## config.mk

```make
export PLATFORM = sky130hd
export DESIGN_NAME = pwr_hs_ctrl
export DESIGN_NICKNAME = d
export VERILOG_FILES = /design/src/rtl/pwr_hs_pkg.sv /design/src/rtl/pwr_hs_decode.sv /design/src/rtl/pwr_hs_poll_timer.sv /design/src/rtl/pwr_hs_ctrl.sv
export SDC_FILE = /design/constraint.sdc
export NUM_CORES = 1
export LEC_CHECK = 0
export ABC_AREA = 0
export BUFFER_PORTS_ARGS = -buffer_cell sky130_fd_sc_hd__buf_4
export CAP_MARGIN = 20
export CORE_MARGIN = 2
export CORE_UTILIZATION = 35
export DETAILED_ROUTE_END_ITERATION = 8
export HOLD_SLACK_MARGIN = 0.08
export SLEW_MARGIN = 0
export SYNTH_ARGS = -nofsm -noshare
export SYNTH_HDL_FRONTEND = slang
export SYNTH_HIERARCHICAL = 1
export SYNTH_SLANG_ARGS = --single-unit
```

## constraint.sdc

```tcl
create_clock -name clk -period 6 [get_ports clk]
set_input_delay 1.2 -clock clk [delete_from_list [all_inputs] [get_ports clk]]
set_output_delay 1.2 -clock clk [all_outputs]
set_load 0.005 [all_outputs]
```

## src/rtl/pwr_hs_pkg.sv

```systemverilog
package pwr_hs_pkg;

    localparam int N_DOM = 10;
    localparam int CMD_W = 2 * N_DOM;
    localparam int STA_W = 32;
    localparam int OFS_W = 12;
    localparam int DOM_W = $clog2(N_DOM);
    localparam int STB_W = $clog2(STA_W);

    typedef struct packed {
        logic             hit;
        logic [DOM_W-1:0] dom;
        logic [STB_W-1:0] stbit;
    } dom_map_t;

    typedef enum logic {
        ST_IDLE = 1'b0,
        ST_WAIT = 1'b1
    } hs_state_t;

    function automatic dom_map_t map_offset(input logic [OFS_W-1:0] ofs);
        dom_map_t m;
        m = '0;
        m.hit = 1'b1;
        case (ofs)
            12'h210: begin m.dom = DOM_W'(0); m.stbit = STB_W'(7);  end
            12'h230: begin m.dom = DOM_W'(1); m.stbit = STB_W'(21); end
            12'h238: begin m.dom = DOM_W'(2); m.stbit = STB_W'(5);  end
            12'h23c: begin m.dom = DOM_W'(3); m.stbit = STB_W'(3);  end
            12'h298: begin m.dom = DOM_W'(4); m.stbit = STB_W'(20); end
            12'h29c: begin m.dom = DOM_W'(5); m.stbit = STB_W'(24); end
            12'h2c4: begin m.dom = DOM_W'(6); m.stbit = STB_W'(23); end
            12'h2c0: begin m.dom = DOM_W'(7); m.stbit = STB_W'(22); end
            12'h214: begin m.dom = DOM_W'(8); m.stbit = STB_W'(4);  end
            12'h2cc: begin m.dom = DOM_W'(9); m.stbit = STB_W'(25); end
            default: m = '0;
        endcase
        return m;
    endfunction

endpackage

```

## src/rtl/pwr_hs_decode.sv

```systemverilog
module pwr_hs_decode
    import pwr_hs_pkg::*;
(
    input  logic [OFS_W-1:0] ofs_i,
    input  logic             on_i,
    output logic             hit_o,
    output logic [STB_W-1:0] stbit_o,
    output logic [CMD_W-1:0] cmd_o
);
    localparam int SEL_W = $clog2(CMD_W);

    dom_map_t         map;
    logic [SEL_W-1:0] sel;

    always_comb begin
        map     = map_offset(ofs_i);
        hit_o   = map.hit;
        stbit_o = map.stbit;
        sel     = on_i ? SEL_W'(map.dom) : SEL_W'(map.dom) + SEL_W'(N_DOM);
    end

    for (genvar g = 0; g < CMD_W; g++) begin : g_cmd
        assign cmd_o[g] = hit_o && (sel == SEL_W'(g));
    end
endmodule

```

## src/rtl/pwr_hs_poll_timer.sv

```systemverilog
module pwr_hs_poll_timer #(
    parameter int POLL_INTERVAL = 2000,
    parameter int MAX_POLLS     = 10000,
    parameter int CNT_W         = 14
) (
    input  logic clk,
    input  logic rst,
    input  logic start_i,
    input  logic run_i,
    input  logic fail_i,
    output logic tick_o,
    output logic exhausted_o
);
    localparam int PS_W = $clog2(POLL_INTERVAL + 1);

    logic [PS_W-1:0]  presc;
    logic [CNT_W-1:0] tries;

    assign tick_o      = run_i && (presc == '0);
    assign exhausted_o = (tries == CNT_W'(MAX_POLLS));

    always_ff @(posedge clk) begin
        if (rst || start_i || !run_i) begin
            presc <= '0;
        end else if (presc == PS_W'(POLL_INTERVAL - 1)) begin
            presc <= '0;
        end else begin
            presc <= presc + 1'b1;
        end
    end

    always_ff @(posedge clk) begin
        if (rst || start_i) begin
            tries <= '0;
        end else if (tick_o && fail_i && !exhausted_o) begin
            tries <= tries + 1'b1;
        end
    end

    AST_PRESC_RANGE: assert property (@(posedge clk) disable iff (rst)
        presc < PS_W'(POLL_INTERVAL));
    AST_TRIES_BOUND: assert property (@(posedge clk) disable iff (rst)
        tries <= CNT_W'(MAX_POLLS));
endmodule

```

## src/rtl/pwr_hs_ctrl.sv

```systemverilog
module pwr_hs_ctrl
    import pwr_hs_pkg::*;
#(
    parameter int POLL_INTERVAL = 2000,
    parameter int MAX_POLLS     = 10000,
    parameter int CNT_W         = 14
) (
    input  logic             clk,
    input  logic             rst,
    input  logic             req_valid_i,
    input  logic             req_on_i,
    input  logic [11:0]      req_ofs_i,
    input  logic [19:0]      ack_i,
    input  logic [31:0]      pwr_sta_i,
    input  logic [31:0]      pwr_sta2_i,
    output logic [19:0]      cmd_o,
    output logic             en_o,
    output logic             done_o,
    output logic             err_o
);
    hs_state_t        state;
    logic             on_q;
    logic [STB_W-1:0] stbit_q;
    logic             dec_hit;
    logic [STB_W-1:0] dec_stbit;
    logic [CMD_W-1:0] dec_cmd;
    logic             start, match, tick, exhausted;

    pwr_hs_decode u_dec (
        .ofs_i   (req_ofs_i),
        .on_i    (req_on_i),
        .hit_o   (dec_hit),
        .stbit_o (dec_stbit),
        .cmd_o   (dec_cmd)
    );

    assign start = (state == ST_IDLE) && req_valid_i && dec_hit;
    assign match = (|(ack_i & cmd_o))
                && (pwr_sta_i[stbit_q]  == on_q)
                && (pwr_sta2_i[stbit_q] == on_q);

    pwr_hs_poll_timer #(
        .POLL_INTERVAL (POLL_INTERVAL),
        .MAX_POLLS     (MAX_POLLS),
        .CNT_W         (CNT_W)
    ) u_tmr (
        .clk         (clk),
        .rst         (rst),
        .start_i     (start),
        .run_i       (state == ST_WAIT),
        .fail_i      (!match),
        .tick_o      (tick),
        .exhausted_o (exhausted)
    );

    always_ff @(posedge clk) begin
        if (rst) begin
            state   <= ST_IDLE;
            cmd_o   <= '0;
            en_o    <= 1'b0;
            done_o  <= 1'b0;
            err_o   <= 1'b0;
            on_q    <= 1'b0;
            stbit_q <= '0;
        end else begin
            done_o <= 1'b0;
            case (state)
                ST_IDLE: begin
                    if (req_valid_i) begin
                        if (dec_hit) begin
                            cmd_o   <= dec_cmd;
                            en_o    <= 1'b1;
                            on_q    <= req_on_i;
                            stbit_q <= dec_stbit;
                            err_o   <= 1'b0;
                            state   <= ST_WAIT;
                        end else begin
                            done_o <= 1'b1;
                            err_o  <= 1'b1;
                        end
                    end
                end
                ST_WAIT: begin
                    if (tick && (match || exhausted)) begin
                        done_o <= 1'b1;
                        err_o  <= !match;
                        cmd_o  <= '0;
                        en_o   <= 1'b0;
                        state  <= ST_IDLE;
                    end
                end
                default: state <= ST_IDLE;
            endcase
        end
    end

    AST_CMD_ONEHOT: assert property (@(posedge clk) disable iff (rst)
        $onehot0(cmd_o));
    AST_EN_HAS_CMD: assert property (@(posedge clk) disable iff (rst)
        en_o |-> ($countones(cmd_o) == 1));
    AST_DONE_CLEARS: assert property (@(posedge clk) disable iff (rst)
        done_o |-> (!en_o && (cmd_o == '0)));
    AST_OK_NEEDS_ACK: assert property (@(posedge clk) disable iff (rst)
        (done_o && !err_o) |-> ($past(ack_i & cmd_o) != '0));
    AST_BUSY_HOLDS_CMD: assert property (@(posedge clk) disable iff (rst)
        (en_o && $past(en_o)) |-> $stable(cmd_o));
endmodule

```

==> metrics.csv <==
stage,metric,value,unit
run_status,status,"finished, final reports clean",
power_and_ir_drop,static leakage,1.83,nW
floorplan,die area,12200,µm²
final_layout,P&R area growth vs syn,27.0,%
min_path,HP Start,on_q,
worst_setup_path,worst path cell trace,"mux2i_1, a22oi_1, a21boi_0, a211oi_1, or4b_4, and2_1, nor4b_1, nand3_2, or4_1, a21oi_1",
sta,clock skew,0.0104,ns
drt,WL/cell,14.5,µm
placed_design,dpl hpwl,8250,µm
synthesis,sequential share of the synthesized area,27.7,%
synthesis,Post-Syn Nets,607,
synthesis,Post-Syn Area per Cell,7.93,µm²
sta,Slew HR,32.5,%
drt,DRT iter0 DRCs,264,
synthesis,Ys Warns,6,
drt,count of antenna-violating nets left after detailed routing,0,
global_routing,GRT Overall Usage,17.0,%
cts,Post-CTS Hold Buffers,0,
worst_setup_path,critical path launch point,stbit_q[1],
worst_setup_path,Reg2Reg Depth,10,
synthesis,Post-Syn Instances,502,
cts,latest clock arrival within the worst-skew pair,0.29,ns
drt,final wirelength,10800,µm
sta,Fmax,250,MHz
global_routing,largest net degree at the start of global routing,34,
sta,final setup fails,0,
floorplan,die height,111,µm
worst_setup_path,Startpoint Class,register,
synthesis,Post-Syn Area,3980,µm²
floorplan,io pins,123,
power_and_ir_drop,sw frac,21.8,%
worst_setup_path,reg2reg start,stbit_q[1],
power_and_ir_drop,Sw Pwr,173,µW
placed_design,pre-CTS setup slack,1.69,ns
floorplan,row count,38,
floorplan,Die X,111,µm
cts,clk sinks,55,
synthesis,"EDFF count, synth",0,
placed_design,placed inst area,4890,µm²
drt,DRC Markers,0,
synthesis,top-area cell type share of the netlist area,27.7,%
sta,Final WS setup,2.00,ns
sta,RSZ-0062 raised after global routing,no,
cts,post-CTS setup buffers,0,
placed_design,GP Congestion,0.869,
sta,Final Hold Fails,0,
synthesis,"area leader, netlist",dfxtp_1,
final_layout,ant diodes,0,
power_and_ir_drop,Comb power frac,12.8,%
synthesis,Seq cells post-synth,55,
cts,clock buffer depth,2,
worst_setup_path,Crit path max-delay family,simple AND/OR/NAND/NOR gates,
drt,First-pass DRT Iterations,4,
cts,CTS tree,yes,
worst_setup_path,Worst path max stage delay,0.96,ns
final_layout,"Cell Count, Final, Fillers Out",746,
final_layout,fraction of layout cells with a size suffix above 1,27.9,%
sta,Final TNS setup,0,ns
sta,Final Cycle Share,66.6,%
final_layout,Final Instance Area,5060,µm²
sta,actual slew at the worst max-slew pin,1.01,ns
sta,pins over their slew limit,0,
worst_setup_path,slowest CP cell,dfxtp_2,
drt,via count,4010,
worst_setup_path,"Data arrival, critical path",4.22,ns
cts,Resize count post-CTS,0,
cts,clock slew at reported path FFs,0.07,ns
floorplan,core area,11000,µm²
power_and_ir_drop,Clock Power Share,41.0,%
drt,via/cell ratio,5.38,
min_path,hold path cells,2,
worst_setup_path,worst path bufs/invs,0,
global_routing,global-route wire length before repair,17700,µm
power_and_ir_drop,power per cell area,157,nW/µm²
min_path,worst hold path class,reg -> reg,
power_and_ir_drop,P_int,620,µW
cts,CTS Root Buffer Type,clkbuf_16,
cts,H-Tree Depth,2,
worst_setup_path,Critical R2R Capture,u_tmr/tries[10],
synthesis,"FFs w/ async S/R, synth",0,%
global_routing,vias in the first global route,3676,
worst_setup_path,Worst Path Required,6.23,ns
global_routing,GR Overflow Total,0,
placed_design,placed insts,738,
synthesis,Synth area leaders,"dfxtp_1 28%, mux2i_1 8.8%, nand2_1 7.8%, o21ai_2 4.2%, nor2_1 4.0%",
sta,crit path time final,4.00,ns
worst_setup_path,crit path kind,reg -> reg,
cts,CTS buffer count,5,
global_routing,initial antenna violation count,0,
synthesis,number of distinct library cells after synthesis,66,
worst_setup_path,Worst setup EP type,register,
worst_setup_path,"setup slack, reg-to-reg",2.00,ns
floorplan,starting density of the core,36.2,%
final_layout,Post-layout nets,711,
power_and_ir_drop,VDD IR max,0.000113,V
min_path,WHS Endpoint,on_q,
worst_setup_path,CP max FO,33,
flow_run,Max Cap Viol,0,
placed_design,count of input and output buffers,122,
power_and_ir_drop,Flop pwr share,46.2,%
synthesis,ys flop type,dfxtp_1,
[metal layers]
layer | share of wire [%] | wire length, µm | vias up | global-route usage, %
met5 | 0 | 0 | - | 0
met3 | 6.0 | 649 | 6 | 3.34
met4 | 0.73 | 79 | 0 | 3.00
met1 | 47 | 5130 | 1843 | 22.9
li1 | - | - | 2037 | -
met2 | 46 | 4990 | 124 | 28.7
[kinds of logic after synthesis]
| kind of cell | after synthesis | share of synthesized area (%) |
|---|---|---|
| and+or+nand+nor | 239 | 31.9 |
| AOI/OAI and AO/OA | 115 | 20.9 |
| DFF | 55 | 27.7 |
| buffers and inverters | 40 | 6.22 |
| muxes | 36 | 9.08 |
| xor gates and xnor gates | 12 | 2.64 |
| adders and majority gates | 5 | 1.57 |
[area by class of cell]
type | count | area [µm²]
Clock buffer | 6 | 129
Clock inverter | 1 | 30.0
Sequential cell | 55 | 1100
Fill cell | 1084 | 5930
Tap cell | 140 | 175
Multi-Input combinational cell | 407 | 2630
Timing Repair Buffer | 125 | 938
Inverter | 12 | 50.0
[Yosys cell counts, types with 5 or more instances]
cell type and number:
nand2_1 83, dfxtp_1 55, nor2_1 42, mux2i_1 35, a21oi_1 27, o21ai_2 19
nand3_1 18, a22oi_1 17, clkbuf_1 17, inv_1 10, o31ai_1 10, or4_1 10
nand2b_1 9, o21ai_0 9, xnor2_1 9, and2_1 8, nor2b_1 8, nor3_1 7
and3_1 6, nand4_1 6, nor4_1 6, a22o_1 5, buf_6 5, ha_1 5
or3_1 5
[worst register-to-register path, cell delays in order, from the launching register on]
cell      delay (ns)
dfxtp_2         0.96
mux2i_1         0.28
a22oi_1         0.10
a21boi_0        0.17
a211oi_1        0.47
or4b_4          0.25
and2_1          0.12
nor4b_1         0.44
nand3_2         0.38
or4_1           0.59
a21oi_1         0.15
[registers in the layout, summed over array words and instances, names as in the netlist, 5 cells and up]
signal       count
u_tmr/presc     11
cmd_o           20
u_tmr/tries     14
stbit_q          5
[worst max-delay path by stage]
stage,endpoint,slack [ns],cells after the start
3_5_place_dp,cmd_o[19],1.69,8
2_1_floorplan,u_tmr/tries[11],2.47,11
4_1_cts,u_tmr/tries[10],2.01,10
6_report,u_tmr/tries[10],2.00,10
5_1_grt,u_tmr/tries[10],1.69,11
3_3_place_gp,cmd_o[19],1.75,8
[power by group through the flow]
stage / logic, mW / registers, mW / clock network [mW]
after floorplan: 0.0392 / 0.375 / 0
after global placement: 0.0998 / 0.375 / 0
after detailed placement: 0.102 / 0.375 / 0
after CTS: 0.102 / 0.366 / 0.333
after global routing: 0.111 / 0.366 / 0.344
final: 0.102 / 0.366 / 0.325
[through the flow]
step	hold WS [ns]	power, mW	utilization (%)
after floorplan	0.441	0.414	-
after global placement	0.460	0.474	44.5
after detailed placement	0.461	0.476	44.5
after CTS	0.470	0.801	46.0
after global routing	0.492	0.821	46.0
final	0.469	0.793	46.0
[cell usage in the layout (no fill, tap or decap), drive strengths merged, types with 6 or more instances in the layout]
| master | count |
|---|---|
| nor3 | 7 |
| xnor2 | 9 |
| buf | 125 |
| nand3 | 19 |
| a21oi | 27 |
| and2 | 8 |
| mux2i | 35 |
| and3 | 6 |
| nor2b | 8 |
| nor2 | 42 |
| o21ai | 30 |
| nor4 | 8 |
| o31ai | 10 |
| a22oi | 17 |
| dfxtp | 55 |
| nor4b | 6 |
| nand4 | 6 |
| inv | 10 |
| or4 | 11 |
| nand2 | 83 |
| clkbuf | 6 |
| nand2b | 9 |
Note: power is estimated with default switching activity, not from simulation.
